[config.mk]
export PLATFORM = sky130hd
export DESIGN_NAME = coin_gate_ctrl
export DESIGN_NICKNAME = d
export VERILOG_FILES = /design/src/rtl/coin_gate_pkg.sv /design/src/rtl/coin_credit_next.sv /design/src/rtl/coin_credit_reg.sv /design/src/rtl/gate_open_reg.sv /design/src/rtl/coin_gate_ctrl.sv
export SDC_FILE = /design/constraint.sdc
export NUM_CORES = 1
export LEC_CHECK = 0
export CORE_AREA = 2 2 39 41
export CTS_CLUSTER_DIAMETER = 50
export DETAILED_ROUTE_END_ITERATION = 6
export DIE_AREA = 0 0 41 43
export GPL_TIMING_DRIVEN = 0
export PLACE_DENSITY = 0.35
export SETUP_SLACK_MARGIN = 0.05
export SLEW_MARGIN = 10
export SYNTH_ARGS = -nofsm -noshare
export SYNTH_HDL_FRONTEND = slang
export SYNTH_SLANG_ARGS = --single-unit
[constraint.sdc]
create_clock -name clk -period 2.35 [get_ports clk]
set_input_delay 0.47 -clock clk [delete_from_list [all_inputs] [get_ports clk]]
set_output_delay 0.47 -clock clk [all_outputs]
set_load 0.05 [all_outputs]
[src/rtl/coin_gate_pkg.sv]
package coin_gate_pkg;

  // Value of one cycle's coin strobes, in coin units.
  function automatic int unsigned coin_units(
    input logic        nickel,
    input logic        dime,
    input int unsigned nickel_val,
    input int unsigned dime_val
  );
    coin_units = (nickel ? nickel_val : 0) + (dime ? dime_val : 0);
  endfunction

endpackage

[src/rtl/coin_credit_next.sv]
module coin_credit_next #(
  parameter int unsigned NICKEL_UNITS = 1,
  parameter int unsigned DIME_UNITS   = 2,
  parameter int unsigned PRICE_UNITS  = 3,
  localparam int unsigned CW = $clog2(PRICE_UNITS + 1),
  localparam int unsigned SW = $clog2(PRICE_UNITS + NICKEL_UNITS + DIME_UNITS + 1)
) (
  input  logic [CW-1:0] credit_i,
  input  logic          nickel_i,
  input  logic          dime_i,
  output logic [CW-1:0] credit_nx,
  output logic          at_price_nx
);
  import coin_gate_pkg::*;

  localparam logic [CW-1:0] PRICE_C = CW'(PRICE_UNITS);
  localparam logic [SW-1:0] PRICE_S = SW'(PRICE_UNITS);

  logic [SW-1:0] sum;

  always_comb begin
    sum = SW'(credit_i) + SW'(coin_units(nickel_i, dime_i, NICKEL_UNITS, DIME_UNITS));
    if (credit_i == PRICE_C)   credit_nx = PRICE_C;   // latched until reset
    else if (sum >= PRICE_S)   credit_nx = PRICE_C;   // clip at the price
    else                       credit_nx = sum[CW-1:0];
    at_price_nx = (credit_nx == PRICE_C);
  end
endmodule

[src/rtl/coin_credit_reg.sv]
module coin_credit_reg #(
  parameter int unsigned CW = 2
) (
  input  logic          clk,
  input  logic          rst,
  input  logic [CW-1:0] d,
  output logic [CW-1:0] q
);
  always_ff @(posedge clk) begin
    if (rst) q <= '0;
    else     q <= d;
  end
endmodule

[src/rtl/gate_open_reg.sv]
module gate_open_reg (
  input  logic clk,
  input  logic rst,
  input  logic open_nx,
  output logic open_q
);
  always_ff @(posedge clk) begin
    if (rst) open_q <= 1'b0;
    else     open_q <= open_nx;
  end
endmodule

[src/rtl/coin_gate_ctrl.sv]
module coin_gate_ctrl #(
  parameter int unsigned NICKEL_UNITS = 1,
  parameter int unsigned DIME_UNITS   = 2,
  parameter int unsigned PRICE_UNITS  = 3,
  parameter bit          RETIME_OUT   = 1'b1
) (
  input  logic clk,
  input  logic rst,
  input  logic nickel_i,
  input  logic dime_i,
  output logic open_o
);
  localparam int unsigned CW = $clog2(PRICE_UNITS + 1);

  logic [CW-1:0] credit_q;
  logic [CW-1:0] credit_nx;
  logic          at_price_nx;

  coin_credit_next #(
    .NICKEL_UNITS(NICKEL_UNITS),
    .DIME_UNITS  (DIME_UNITS),
    .PRICE_UNITS (PRICE_UNITS)
  ) u_next (
    .credit_i   (credit_q),
    .nickel_i   (nickel_i),
    .dime_i     (dime_i),
    .credit_nx  (credit_nx),
    .at_price_nx(at_price_nx)
  );

  coin_credit_reg #(.CW(CW)) u_credit (
    .clk(clk),
    .rst(rst),
    .d  (credit_nx),
    .q  (credit_q)
  );

  generate
    if (RETIME_OUT) begin : g_retimed
      gate_open_reg u_open (
        .clk    (clk),
        .rst    (rst),
        .open_nx(at_price_nx),
        .open_q (open_o)
      );
    end else begin : g_decoded
      logic unused_nx;
      assign unused_nx = at_price_nx;
      assign open_o = (credit_q == CW'(PRICE_UNITS));
    end
  endgenerate
endmodule

==> out/results.tsv, run 1 <==
metric	value	unit
largest net degree at the start of global routing	4	
antenna-violating nets left	0	
clk slew on worst S/H paths	0.04	ns
Pins Over Slew Limit	0	
PnR worst setup slack	0.553	ns
CP Depth	1	
Overall Global Routing Usage	4.01	%
Syn Inst Count	12	
Setup crit end	open_o	
Post-Syn Nets	18	
drt first pass iters	1	
status	finished clean	
die width	41	um
die height	43	um
total number of vias	101	
CP required	1.88	ns
WP buf/inv	1	
Clock Skew	0.00248	ns
FF-to-FF End	g_retimed.u_open.open_q	
Area growth syn-to-layout	67.6	%
Worst setup EP type	primary output	
hold crit path type	flip-flop to flip-flop	
max-cap viol count	0	
Sum Neg Setup Slack	0	ns
delay of the slowest critical-path stage	0.79	ns
# H-tree levels	1	
pwr dens	1020	nW/um^2
critical path arrival	1.33	ns
NumNets Final	27	
core footprint	1380	um^2
cell area after synthesis	128	um^2
most common cell after layout, fill and taps aside	clkdlybuf4s50_1	
clk buf depth	2	
FILL cells	154	
post-synthesis sequential area ratio	47.1	%
Hold WS	0.555	ns
# diodes	0	
crit path cell chain	clkdlybuf4s50_1	
period utilisation layout	76.5	%
initial drt markers	0	
Routed WL per cell	6.33	um
Finished Core Util	15.5	%
Worst Setup SP	g_retimed.u_open.open_q	
Worst-Margin Slew	0.486	ns
crit start category	flip-flop	
r2r setup slk	1.09	ns
pre-CTS setup slack	0.523	ns
post_cts resized	0	
vias in the first global route	126	
RSZ-0062 raised after global routing	false	
final hold violations	0	
GR Overflow Total	0	
Multi-input gate area	60.1	um^2
row cnt	14	
Setup Crit Path Kind	flip-flop to primary output	
Worst path top cell family by delay	buffers and inverters	
syn avg cell area	10.6	um^2
global-route wire length before repair	393	um
layout cells sized above 1	20.0	%
# Post-CTS Setup Buffers	0	
DRT Wirelength	228	um
CP max FO	1	
I/O Buffers	4	
r2r startpoint	u_credit.q[0]	
#FFs+latches synth	3	
register area	60.1	um^2
GPL Wtd Cong	0.494	
CTS tree	done	
starting density of the core	9.22	%
I/O Pins	5	
most frequent cells in the layout	4 x clkdlybuf4s50_1, 3 x a21oi_1, 3 x clkbuf_4, 3 x dfxtp_1, 2 x inv_1	
Max Freq	556	MHz
Avg Vias per Cell	2.81	
Max-slew headroom	67.5	%
# hold bufs at CTS	0	
Sink Count	3	
Crit-path slowest cell	clkdlybuf4s50_1	
CTS root buffer	clkbuf_4	
initial antenna violation count	0	
Synth cell types	7	
final setup fails	0	
FF-to-FF path depth	4	
DRC errors left	0	
final worst path period need	1.80	ns
Num CTS Buffers	3	
Yosys warning count	0	
Max IR drop VDD	0.180	mV
worst skew pair latency	0.23	ns
Leakage	0.0917	nW
Die Area	1760	um^2
stage by stage:
step	area, um^2	power, mW	std cells
6_report	214	0.219	36
5_1_grt	214	0.235	36
4_1_cts	214	0.224	36
3_5_place_dp	188	0.129	32
3_3_place_gp	188	0.127	32
2_1_floorplan	128	0.110	12
how the worst min path moves through the flow:
stage,start,to,slack (ns),cells after the start
global placement,u_credit.q[0],g_retimed.u_open.open_q,0.53,2
CTS,u_credit.q[0],g_retimed.u_open.open_q,0.56,2
detailed placement,u_credit.q[0],g_retimed.u_open.open_q,0.55,2
floorplan,u_credit.q[0],g_retimed.u_open.open_q,0.52,2
finish,u_credit.q[0],g_retimed.u_open.open_q,0.56,2
global route,u_credit.q[0],g_retimed.u_open.open_q,0.61,2
Yosys cell counts (all sizes together):
master / number / share of area, %
inv: 2 / 5.9
nand2: 1 / 2.9
dfxtp: 3 / 47
ha: 1 / 9.8
fa: 1 / 16
a21oi: 4 / 19
cell type report:
class                   instances  area share (%)
clock buffers                   4            12.3
inverters                       2            3.51
multi-input cells               7            28.1
flip-flops and latches          3            28.1
well taps                      16            9.36
repair buffers                  4            18.7
sequential cells by signal, summed over array words and instances, names as in the netlist:
| register | flops |
|---|---|
| u_credit.q | 2 |
| g_retimed.u_open.open_q | 1 |
cell families after synthesis:
logic type | after synthesis | synth area share (%)
fa+ha+maj | 2 | 25.5
flops | 3 | 47.1
simple gates | 1 | 2.94
compound gates | 4 | 18.6
buf+inv | 2 | 5.88
report_power, final:
group          switching (mW)  leakage [nW]  internal, mW
Clock                  0.0264        0.0150        0.0636
Sequential            0.00710        0.0251        0.0625
Combinational          0.0335        0.0516        0.0258
per-layer routing:
layer | routed length (um) | track usage, % | vias up
li1 | - | - | 55
met1 | 97 | 3.21 | 41
met2 | 91 | 4.69 | 5
met3 | 38 | 3.14 | 0
met4 | 0 | 6.00 | 0
met5 | 0 | 0 | -
No activity file was read; power rests on OpenSTA's default activity.
==> run 2, diff against run 1 <==
Clock period 2.35 ns to 1.5 ns, I/O delays scaled along.
==> run 2 against run 1 <==
  * Cell area grew 7.6%
  * Register-to-register slack lost 0.90 ns
  * Count of clock-buffer cells in the layout is the same
  * First-iteration DRC count grew 2
  * Combinational power grew 92%
  * Power grew 68%
  * Sequential share of layout area shrank 2.0 points
  * Core utilization grew 1.2 points
  * Routed wire length grew 20%
  * Final cell count is the same
  * Setup slack lost 0.41 ns
  * Critical path type unchanged
  * Critical endpoint unchanged
==> out/results.tsv, run 2 (synthesis gave the netlist of run 1 again) <==
metric	value	unit
clk slew on worst S/H paths	0.04	ns
DRC errors left	0	
Pins Over Slew Limit	0	
initial drt markers	2	
GPL Wtd Cong	0.494	
final worst path period need	1.35	ns
Die Area	1760	um^2
Max-slew headroom	68.1	%
final cell count without fillers	36	
total power	367	uW
worst skew pair latency	0.23	ns
DRT Wirelength	273	um
max-cap viol count	0	
CP required	1.20	ns
Avg Vias per Cell	3.22	
status	finished clean	
drt first pass iters	2	
Worst setup EP type	primary output	
period utilisation layout	90.2	%
# Post-CTS Setup Buffers	0	
Leakage	0.100	nW
Worst-Margin Slew	0.481	ns
r2r setup slk	0.19	ns
largest net degree at the start of global routing	4	
Design Area, Final	230	um^2
pwr dens	1590	nW/um^2
largest reg by FF count	u_credit.q	
die height	43	um
Overall Global Routing Usage	4.01	%
most frequent cells in the layout	3 x a21oi_2, 3 x clkbuf_4, 3 x dfxtp_1, 2 x clkdlybuf4s50_1	
crit path cell chain	dlygate4sd2_1	
total number of vias	116	
starting density of the core	9.22	%
max FFs per register	2	
delay of the slowest critical-path stage	0.52	ns
I/O Pins	5	
FILL cells	157	
# H-tree levels	1	
layout cells sized above 1	50.0	%
GR Overflow Total	0	
vias in the first global route	126	
Hold WS	0.525	ns
Max IR drop VDD	0.289	mV
I/O Buffers	4	
CTS root buffer	clkbuf_4	
# hold bufs at CTS	0	
Crit-path slowest cell	dlygate4sd2_1	
Placed Area	188	um^2
Finished Core Util	16.6	%
critical path arrival	1.05	ns
# diodes	0	
Clock Skew	0.00166	ns
Area growth syn-to-layout	80.4	%
Post-Place Cells	32	
initial antenna violation count	0	
RSZ-0062 raised after global routing	false	
core footprint	1380	um^2
Max Freq	739	MHz
Num CTS Buffers	3	
final setup fails	0	
Sink Count	3	
Routed WL per cell	7.58	um
Largest regs	u_credit.q (2), g_retimed.u_open.open_q (1)	
WP buf/inv	1	
Setup Crit Path Kind	flip-flop to primary output	
global-route wire length before repair	393	um
NumNets Final	27	
antenna-violating nets left	0	
hold crit path type	input port to flip-flop	
Worst path top cell family by delay	buffers and inverters	
final hold violations	0	
CTS tree	done	
die width	41	um
crit start category	flip-flop	
row cnt	14	
CP max FO	1	
clk buf depth	2	
[run 2: where the power goes]
| group | internal [mW] | switching (mW) |
|---|---|---|
| Sequential | 0.0979 | 0.0119 |
| Clock | 0.0998 | 0.0436 |
| Combinational | 0.0474 | 0.0661 |
| Total | 0.245 | 0.122 |
[run 2: area by class of cell]
cell class	count	area [um^2]	share of cell area (%)
Tap cell	16	20.0	8.70
Sequential cell	3	60.1	26.1
Clock buffer	4	26.3	11.4
Timing Repair Buffer	4	41.3	17.9
Multi-Input combinational cell	7	75.1	32.6
Inverter	2	7.51	3.26
[run 2: layer usage]
layer	track usage, %	vias up	share of wire (%)
met5	0	-	0
met4	6.00	0	0
met3	3.14	0	15
met2	4.69	7	46
met1	3.21	54	38
li1	-	55	-
[run 2: repair_timing]
action / CTS / global route
pin swaps: 0 / 5
endpoints found under the setup margin: 1 / 3
gates resized for setup: 1 / 7
hold endpoints to repair: 0 / 0
[run 2: final timing paths]
check | cells past startpoint | from | to
hold / removal | 4 | nickel_i | g_retimed.u_open.open_q
hold reg to reg | 2 | u_credit.q[0] | u_credit.q[1]
setup reg to reg | 4 | u_credit.q[0] | g_retimed.u_open.open_q
setup / recovery | 1 | g_retimed.u_open.open_q | open_o
[run 2: per-stage QoR]
stage / setup slack [ns] / setup TNS, ns
after floorplan: 0.295 / 0
after global placement: -0.163 / -0.417
after detailed placement: -0.157 / -0.448
after CTS: 0.0678 / 0
after global routing: 0.113 / 0
final: 0.146 / 0
